## src/rtl/wdog_pkg.sv

```systemverilog
package wdog_pkg;
  localparam int unsigned DEF_CNT_W = 7;

  typedef enum logic [1:0] {
    CNT_HOLD = 2'd0,
    CNT_LOAD = 2'd1,
    CNT_DEC  = 2'd2
  } cnt_op_e;
endpackage

```

## src/rtl/wdog_arm.sv

```systemverilog
module wdog_arm (
  input  logic clk,
  input  logic rst,
  input  logic set_req,
  output logic arm_d,
  output logic arm_q
);
  // Sticky flag: only reset clears it.
  always_comb arm_d = arm_q | set_req;

  always_ff @(posedge clk) begin
    if (rst) arm_q <= 1'b0;
    else     arm_q <= arm_d;
  end
endmodule

```

## src/rtl/wdog_count.sv

```systemverilog
module wdog_count
  import wdog_pkg::*;
#(
  parameter int unsigned CNT_W = DEF_CNT_W
) (
  input  logic             clk,
  input  logic             rst,
  input  cnt_op_e          op,
  input  logic [CNT_W-1:0] load_val,
  output logic [CNT_W-1:0] cnt_d,
  output logic [CNT_W-1:0] cnt_q
);
  localparam logic [CNT_W-1:0] CNT_INIT = {CNT_W{1'b1}};
  localparam logic [CNT_W-1:0] CNT_ONE  = {{(CNT_W-1){1'b0}}, 1'b1};

  always_comb begin
    unique case (op)
      CNT_LOAD: cnt_d = load_val;
      CNT_DEC:  cnt_d = cnt_q - CNT_ONE;
      default:  cnt_d = cnt_q;
    endcase
  end

  always_ff @(posedge clk) begin
    if (rst) cnt_q <= CNT_INIT;
    else     cnt_q <= cnt_d;
  end
endmodule

```

## src/rtl/wdog_trip.sv

```systemverilog
module wdog_trip #(
  parameter int unsigned CNT_W = 7
) (
  input  logic             clk,
  input  logic             rst,
  input  logic             live,
  input  logic [CNT_W-1:0] cnt_d,
  input  logic [CNT_W-1:0] cnt_q,
  output logic             req_q
);
  localparam int unsigned TRIP_BIT = CNT_W - 1;

  logic fall;
  always_comb fall = live & cnt_q[TRIP_BIT] & ~cnt_d[TRIP_BIT];

  always_ff @(posedge clk) begin
    if (rst) req_q <= 1'b0;
    else     req_q <= fall;
  end
endmodule

```

## src/rtl/wdog_ctl.sv

```systemverilog
module wdog_ctl
  import wdog_pkg::*;
#(
  parameter int unsigned CNT_W = DEF_CNT_W,
  localparam int unsigned REG_W = CNT_W + 1
) (
  input  logic             clk,
  input  logic             rst,
  input  logic             wr_en,
  input  logic [REG_W-1:0] wr_data,
  output logic [REG_W-1:0] rd_data,
  input  logic             tick_en,
  input  logic             force_on,
  output logic             reset_req
);
  logic             arm_d, arm_q;
  logic [CNT_W-1:0] cnt_d, cnt_q;
  logic             live_now, live_next;
  cnt_op_e          op;

  wdog_arm u_arm (
    .clk     (clk),
    .rst     (rst),
    .set_req (wr_en & wr_data[REG_W-1]),
    .arm_d   (arm_d),
    .arm_q   (arm_q)
  );

  always_comb begin
    live_now  = arm_q | force_on;
    live_next = arm_d | force_on;
    if (wr_en)                    op = CNT_LOAD;
    else if (live_now && tick_en) op = CNT_DEC;
    else                          op = CNT_HOLD;
  end

  wdog_count #(.CNT_W(CNT_W)) u_count (
    .clk      (clk),
    .rst      (rst),
    .op       (op),
    .load_val (wr_data[CNT_W-1:0]),
    .cnt_d    (cnt_d),
    .cnt_q    (cnt_q)
  );

  wdog_trip #(.CNT_W(CNT_W)) u_trip (
    .clk   (clk),
    .rst   (rst),
    .live  (live_next),
    .cnt_d (cnt_d),
    .cnt_q (cnt_q),
    .req_q (reset_req)
  );

  assign rd_data = {arm_q, cnt_q};
endmodule

```

## config.mk

```make
export PLATFORM = sky130hd
export DESIGN_NAME = wdog_ctl
export DESIGN_NICKNAME = d
export VERILOG_FILES = /design/src/rtl/wdog_pkg.sv /design/src/rtl/wdog_arm.sv /design/src/rtl/wdog_count.sv /design/src/rtl/wdog_trip.sv /design/src/rtl/wdog_ctl.sv
export SDC_FILE = /design/constraint.sdc
export NUM_CORES = 1
export LEC_CHECK = 0
export BUFFER_PORTS_ARGS = -buffer_cell sky130_fd_sc_hd__buf_2
export CAP_MARGIN = 40
export CORE_MARGIN = 4
export CORE_UTILIZATION = 40
export CTS_CLUSTER_SIZE = 20
export DETAILED_ROUTE_END_ITERATION = 12
export PLACE_DENSITY_LB_ADDON = 0.12
export SYNTH_ARGS = -nofsm -noshare
export SYNTH_HDL_FRONTEND = slang
export SYNTH_SLANG_ARGS = --single-unit
export TNS_END_PERCENT = 10
```

## constraint.sdc

```tcl
create_clock -name clk -period 1.5 [get_ports clk]
set_input_delay 0.3 -clock clk [delete_from_list [all_inputs] [get_ports clk]]
set_output_delay 0.3 -clock clk [all_outputs]
set_load 0.01 [all_outputs]
```

Yosys cells after proc, flatten, opt, wreduce, memory -nomap -nowiden --
Cells that the tools add are included.
Word-level totals: register bits after elaboration 9, input port bits 13, output and inout port bits 9, logic and storage cells 19
Operators by class: $add $sub $neg 1, equal/unequal tests 2, muxes and demuxes 3, bitwise operators 7, reductions and logical operators 2
Operators with widths (number):
- 7-bit one-hot mux with 2 select lines | 1
- 7-bit by 1-bit subtractor with 7-bit output, second input constant | 1
- 2-bit 2-to-1 mux | 2
- 1-bit bitwise AND | 3
- 1-bit bitwise OR | 3
- 2-bit by 1-bit == test with 1-bit output, second input constant | 1
- 2-bit == test, second input constant | 1
- 2-bit nonzero test | 1
- 1-bit logical AND | 1
- 1-bit inverter | 1

Logic depth before layout (Yosys ltp) --
Gate-level depths: netlist of the first run.
depth in word-level cells 8, depth in mapped cells 5, gate-level depth less buffers 5

Hierarchy --
Synthesis of the first run repeated with hierarchy kept, for this count alone.
Second synthesis, totals: cell total of the unflattened synthesis 72, area, all modules 583.1 um^2
Modules (own cells, without submodules):
- wdog_count | instances 1, cells an instance 62, area each 478.0 um^2, seq. area each 140.1 um^2
- wdog_arm | instances 1, cells an instance 3, area each 36.3 um^2, seq. area each 20.0 um^2
- wdog_ctl | instances 1, cells an instance 5, area each 36.3 um^2, seq. area each 0.0 um^2
- wdog_trip | instances 1, cells an instance 2, area each 32.5 um^2, seq. area each 20.0 um^2

Least setup slack after synthesis of the first run --
No wires, ideal clock.
kind register -> register, start point register u_count.cnt_q[0], end point register u_count.cnt_q[6], library setup time 78 ps, arrival 1468 ps, data required time 1422 ps, path slack -46 ps, stages on the path, launching flop included 6, path buffers 0, clock period less this slack 1546 ps, path through dfxtp_1 > inv_1 > ha_1 > or4b_4 > o31a_1 > nor3_1
On the way: longest elaborated chain between the ends 2
RTL lines:
- start: declaration | line wdog_count.sv:11 | output logic [CNT_W-1:0] cnt_q
- start signal: assignment | line wdog_count.sv:26 | else cnt_q <= cnt_d;
- 7-bit by 1-bit subtractor with 7-bit output | line wdog_count.sv:19 | CNT_DEC: cnt_d = cnt_q - CNT_ONE;
- 7-bit one-hot mux with 2 select lines | line wdog_count.sv:17 | unique case (op)
Every way passes these cells. A chain may end at the register's enable or synchronous reset.

Worst setup path after layout of the first run --
start point register u_count.cnt_q[1], end point register u_trip.req_q
On the way: longest elaborated chain between the ends 4
RTL lines:
- 7-bit by 1-bit subtractor with 7-bit output | line wdog_count.sv:19
- 7-bit one-hot mux with 2 select lines | line wdog_count.sv:17
- 1-bit inverter | line wdog_trip.sv:14 | always_comb fall = live & cnt_q[TRIP_BIT] & ~cnt_d[TRIP_BIT];
- 1-bit bitwise AND | line wdog_trip.sv:14
- end signal: assignment | line wdog_trip.sv:18 | else req_q <= fall;
- end: declaration | line wdog_trip.sv:9 | output logic req_q
Every way passes these cells.

==> results.tsv, run 1 <==
metric	value	unit
whs	0.259	ns
fin_nets	103	
initial_core_util	42.5	%
die_h	44.9	um
fin_util	57.1	%
synth_fa_ha_area_share	2.29	%
r2r_slack	0.04	ns
ctsRootBufferMaster	clkbuf_4	
holdCritPathClass	in -> reg	
synth-xor-area-share	1.61	%
setup-tns-final	0	ns
ys_types	27	
fin_skew	0.000775	ns
cp_data_required_time	1.71	ns
core	0.00128	mm^2
cap_viol_max_count	0	
finalWeightedCongestion	0.730	
drtIter0Drc	6	
rsz0062_at_grt	yes	
synth_mux_area_share	2.06	%
tritoncts	yes	
core.rowCount	13	
area_delta_synth_final	34.4	%
worstSetupPathType	reg -> reg	
critPathArrivalTime	1.67	ns
htree_levels	1	
fin_crit_sh	97.1	%
n_antenna_cell	0	
grt-ovfl-total	0	
syn_inst	63	
clk_path_buf_depth	2	
finalCriticalPeriod	1.46	ns
endpoint_kind	register	
crit_path_max_fanout	4	
yosys_warnings	0	
drc	0	
synth_edf_count	0	
vdd_ir_drop_max	0.459	mV
ant_nets	0	
fin_area	733	um^2
tightest_slew	0.393	ns
status	finished clean	
fmax	686	MHz
relSlewSlack	73.6	%
layout_common_cells	buf_2, nor3b_1, dfxtp_1	
synth_top_family_by_area	simple AND/OR/NAND/NOR gates	
clkSinkCount	9	
synth-seq-cells	9	
grt_usage	15.4	%
ys_dominant_reg_cell	dfxtp_1	
setup_violations	0	
nFillCells	125	
drive_above_1_share	43.2	%
clk_pin_slew	0.06	ns
dp_hpwl	957	um
synth_area	546	um^2
firstDrtPassIters	4	
dieArea	0.00202	mm^2
insertion_delay	0.26	ns
wl	1.30	mm
pin_count	22	
post_drt_wl_per_cell	12.6	um
ys_async_sr_fraction	0	%
hold_buffers	0	
die_w	44.9	um
synth_simple_gate_area_share	35.8	%
grt_pass1_wl	2.30	mm
grt_pass1_vias	543	
grt_max_degree	16	
antenna_found_initial	0	
vias	576	
p_leak	0.290	nW
dpl_cell_area	689	um^2
synth_compound_area_share	19.7	%
via_per_inst	5.59	
hold_viol	0	
avgSynthCellArea	8.66	um^2
start_kind	register	
power	0.000592	W
p_per_area	807	mW/mm^2
synth_nets	77	
cts_inserted_buffers	3	
final_common_cell	buf_2	
slew_violations	0	
synth-seq-area-share	33.0	%
place.port_buffers	21	
[metrics by stage]
stage          setup WS (ns)  std cells
2_1_floorplan       -0.00267         63
3_3_place_gp          0.0183         99
3_5_place_dp      -0.0000973         99
4_1_cts               0.0181        103
5_1_grt              -0.0540        103
6_report              0.0431        103
[path summary, 6_finish.rpt]
kind	startpoint	end	cells after the start
min reg2reg	u_arm.arm_q	u_arm.arm_q	2
min	wr_data[1]	u_count.cnt_q[1]	3
max	u_count.cnt_q[1]	u_trip.req_q	5
max reg2reg	u_count.cnt_q[1]	u_trip.req_q	5
[layer usage]
layer	part of all wire, %	global-route usage, %
met3	7.2	3.59
met1	47	20.5
met5	0	0
met4	1.1	8.77
met2	45	22.6
[where the power goes]
part | switching [W] | total (W) | leakage [nW] | internal (W)
registers | 0.0000175 | 0.000273 | 0.0740 | 0.000256
clock network | 0.0000929 | 0.000196 | 0.0150 | 0.000103
logic | 0.0000604 | 0.000123 | 0.201 | 0.0000626
[flip-flops by register name, indices dropped and copies added, names as in the netlist]
signal         flops
u_count.cnt_q      7
u_arm.arm_q        1
u_trip.req_q       1
[cell usage after synthesis (2+ instances only)]
master	count	area share, %
dfxtp_1	9	33
nor3b_1	8	11
nor3_1	6	5.5
clkbuf_1	4	2.8
nor2_1	4	2.8
a211oi_1	3	4.1
a21oi_1	3	2.8
a2111oi_0	2	3.2
inv_1	2	1.4
nor4_1	2	2.3
o21ai_1	2	1.8
o31a_1	2	3.2
or3b_2	2	3.2
[timing repair]
action                                  4_1_cts  5_1_grt
gates resized for setup                       1        1
pin swaps                                     1        0
endpoints found under the setup margin        2        2
buffers inserted                              0        0
hold endpoints to repair                      0        0
[kinds of logic after synthesis]
logic type      Yosys count
compound gates           15
xor+xnor                  1
fa+ha+maj                 1
buf+inv                   7
flops                     9
mux                       1
simple gates             29
[worst max-delay path, cell delays in order, from the launching register on]
cell and delay, ns:
dfxtp_2 0.33, inv_2 0.07, ha_4 0.12, or4b_4 0.47, o41ai_2 0.19, and4bb_1 0.21
[layout make-up]
class,instances,area [um^2],share of cell area [%]
Inverter,2,7.51,1.02
Sequential cell,9,183,24.9
Multi-Input combinational cell,47,355,48.5
Timing Repair Buffer,26,143,19.5
Tap cell,15,18.8,2.56
Clock buffer,4,26.3,3.58
No activity file was read; power rests on OpenSTA's default activity.
==> inputs of run 2 (changes only) <==
--- a/config.mk
+++ b/config.mk
@@ -8,11 +8,12 @@
 export BUFFER_PORTS_ARGS = -buffer_cell sky130_fd_sc_hd__buf_2
 export CAP_MARGIN = 40
 export CORE_MARGIN = 4
-export CORE_UTILIZATION = 40
+export CORE_UTILIZATION = 41
 export CTS_CLUSTER_SIZE = 20
 export DETAILED_ROUTE_END_ITERATION = 12
 export PLACE_DENSITY_LB_ADDON = 0.12
 export SYNTH_ARGS = -nofsm -noshare
 export SYNTH_HDL_FRONTEND = slang
+export SYNTH_HIERARCHICAL = 1
 export SYNTH_SLANG_ARGS = --single-unit
 export TNS_END_PERCENT = 10
==> run 2 against run 1 <==
- the flow now finishes with violations (negative setup slack)
- critical path depth grew 3
- non-clock buffer count grew 8
- clock-buffer cell count shrank 1
- routed wire length grew 22%
- hold slack lost 0.0024 ns
- critical path type unchanged
- critical endpoint is now u_trip/req_q
- largest cell class unchanged
- highest routed layer unchanged
==> results.tsv, run 2 <==
metric	value	unit
grt_pass1_vias	582	
avgSynthCellArea	8.14	um^2
slew_violations	0	
synth_area	578	um^2
p_per_area	830	mW/mm^2
endpoint_kind	register	
grt-ovfl-total	0	
cpPeakStageDelay	0.34	ns
area_delta_synth_final	52.4	%
post_drt_wl_per_cell	13.2	um
worstSetupPathType	reg -> reg	
die_w	45.6	um
core	0.00132	mm^2
initial_core_util	43.9	%
drtIter0Drc	21	
fmax	572	MHz
dpl.cell_count	113	
whs	0.257	ns
layout_common_cells	buf_2, buf_4, nand2_1	
vias	657	
core.rowCount	13	
via_per_inst	5.48	
holdCritPathClass	in -> reg	
start_kind	register	
relSlewSlack	74.6	%
pin_count	22	
largest_reg_flops	7	
setup-tns-final	-1.05	ns
ant_nets	0	
hold_viol	0	
pre_cts_ws	-0.323	ns
regArea	184	um^2
cpLargestDelayFamily	simple AND/OR/NAND/NOR gates	
synth_nets	87	
largest_registers	u_count/cnt_q (7), u_arm/arm_q (1), u_trip/req_q (1)	
status	complete, but fails checks	
grt_pass1_wl	2.51	mm
clkSinkCount	9	
multi_input_area	425	um^2
n_antenna_cell	0	
cts_inserted_buffers	3	
rsz0062_at_grt	yes	
htree_levels	1	
fin_skew	0.0164	ns
cap_viol_max_count	0	
violations	negative setup slack	
cp.buffers_inverters	0	
critPathArrivalTime	1.93	ns
layout_setup_ws	-0.249	ns
vdd_ir_drop_max	0.510	mV
regMostFlops	u_count/cnt_q	
tightest_slew	0.378	ns
hold_buffers	0	
firstDrtPassIters	4	
clk_path_buf_depth	2	
setup_violations	7	
dieArea	0.00207	mm^2
insertion_delay	0.28	ns
place.port_buffers	21	
syn_inst	71	
die_h	45.6	um
wl	1.59	mm
fin_crit_sh	117	%
ctsRootBufferMaster	clkbuf_4	
fin_nets	122	
cp_data_required_time	1.68	ns
power	0.000731	W
crit_path_max_fanout	5	
tritoncts	yes	
fin_cells	120	
dp_hpwl	1.10	mm
finalCriticalPeriod	1.75	ns
path_cells	nor2_2 -> nor3b_2 -> ha_4 -> nor2_1 -> nor4b_2 -> o21ai_2 -> nand3_1 -> and4bb_2	
drc	0	
nFillCells	130	
antenna_found_initial	0	
grt_max_degree	10	
p_leak	0.402	nW
clk_pin_slew	0.08	ns
critPathSlowestCell	dfxtp_2	
grt_usage	17.2	%
final_common_cell	buf_2	
finalWeightedCongestion	0.693	
drive_above_1_share	58.1	%
yosys_warnings	6	
## run 2: per-layer routing
layer / global-route usage, % / vias up / share of wire, %
met1: 22.2 / 312 / 44
met4: 10.5 / 0 / 2.6
met3: 3.56 / 4 / 5.4
li1: - / 318 / -
met2: 25.9 / 23 / 48
met5: 0 / - / 0
## run 2: power by group
group,leakage [nW],switching [W],internal (W)
clock network,0.0177,0.000102,0.0000987
logic,0.309,0.000111,0.000132
registers,0.0748,0.0000223,0.000265
## run 2: final timing paths
check / startpoint / endpoint / slack (ns) / cells after the start
setup / recovery: u_arm/arm_q / u_trip/req_q / -0.25 / 8
hold / removal: wr_data[5] / u_count/cnt_q[5] / 0.26 / 3
setup reg to reg: u_arm/arm_q / u_trip/req_q / -0.25 / 8
hold reg to reg: u_arm/arm_q / u_arm/arm_q / 0.58 / 2
## run 2: stage by stage
step	area, um^2	utilization, %
finish	881	66.9
global route	881	66.9
CTS	852	64.7
detailed placement	802	60.9
global placement	802	60.9
floorplan	633	-
## run 2: layout make-up
cell class	count	area share (%)
clock buffers	3	2.56
clock inverters	1	0.568
inverters	6	2.56
multi-input cells	52	48.3
flip-flops and latches	9	20.9
well taps	15	2.13
repair buffers	34	23.0
## run 2: tightest hold or removal path, cell delays in order
cell,delay (ns)
buf_2,0.08
nand2_1,0.05
nand4b_1,0.08
## run 2: timing repair
| action | 4_1_cts | 5_1_grt |
|---|---|---|
| endpoints found under the setup margin | 8 | 8 |
| pin swaps | 9 | 0 |
| setup buffers | 3 | 0 |
| endpoints found under the hold margin | 0 | 0 |
| gates resized for setup | 0 | 5 |
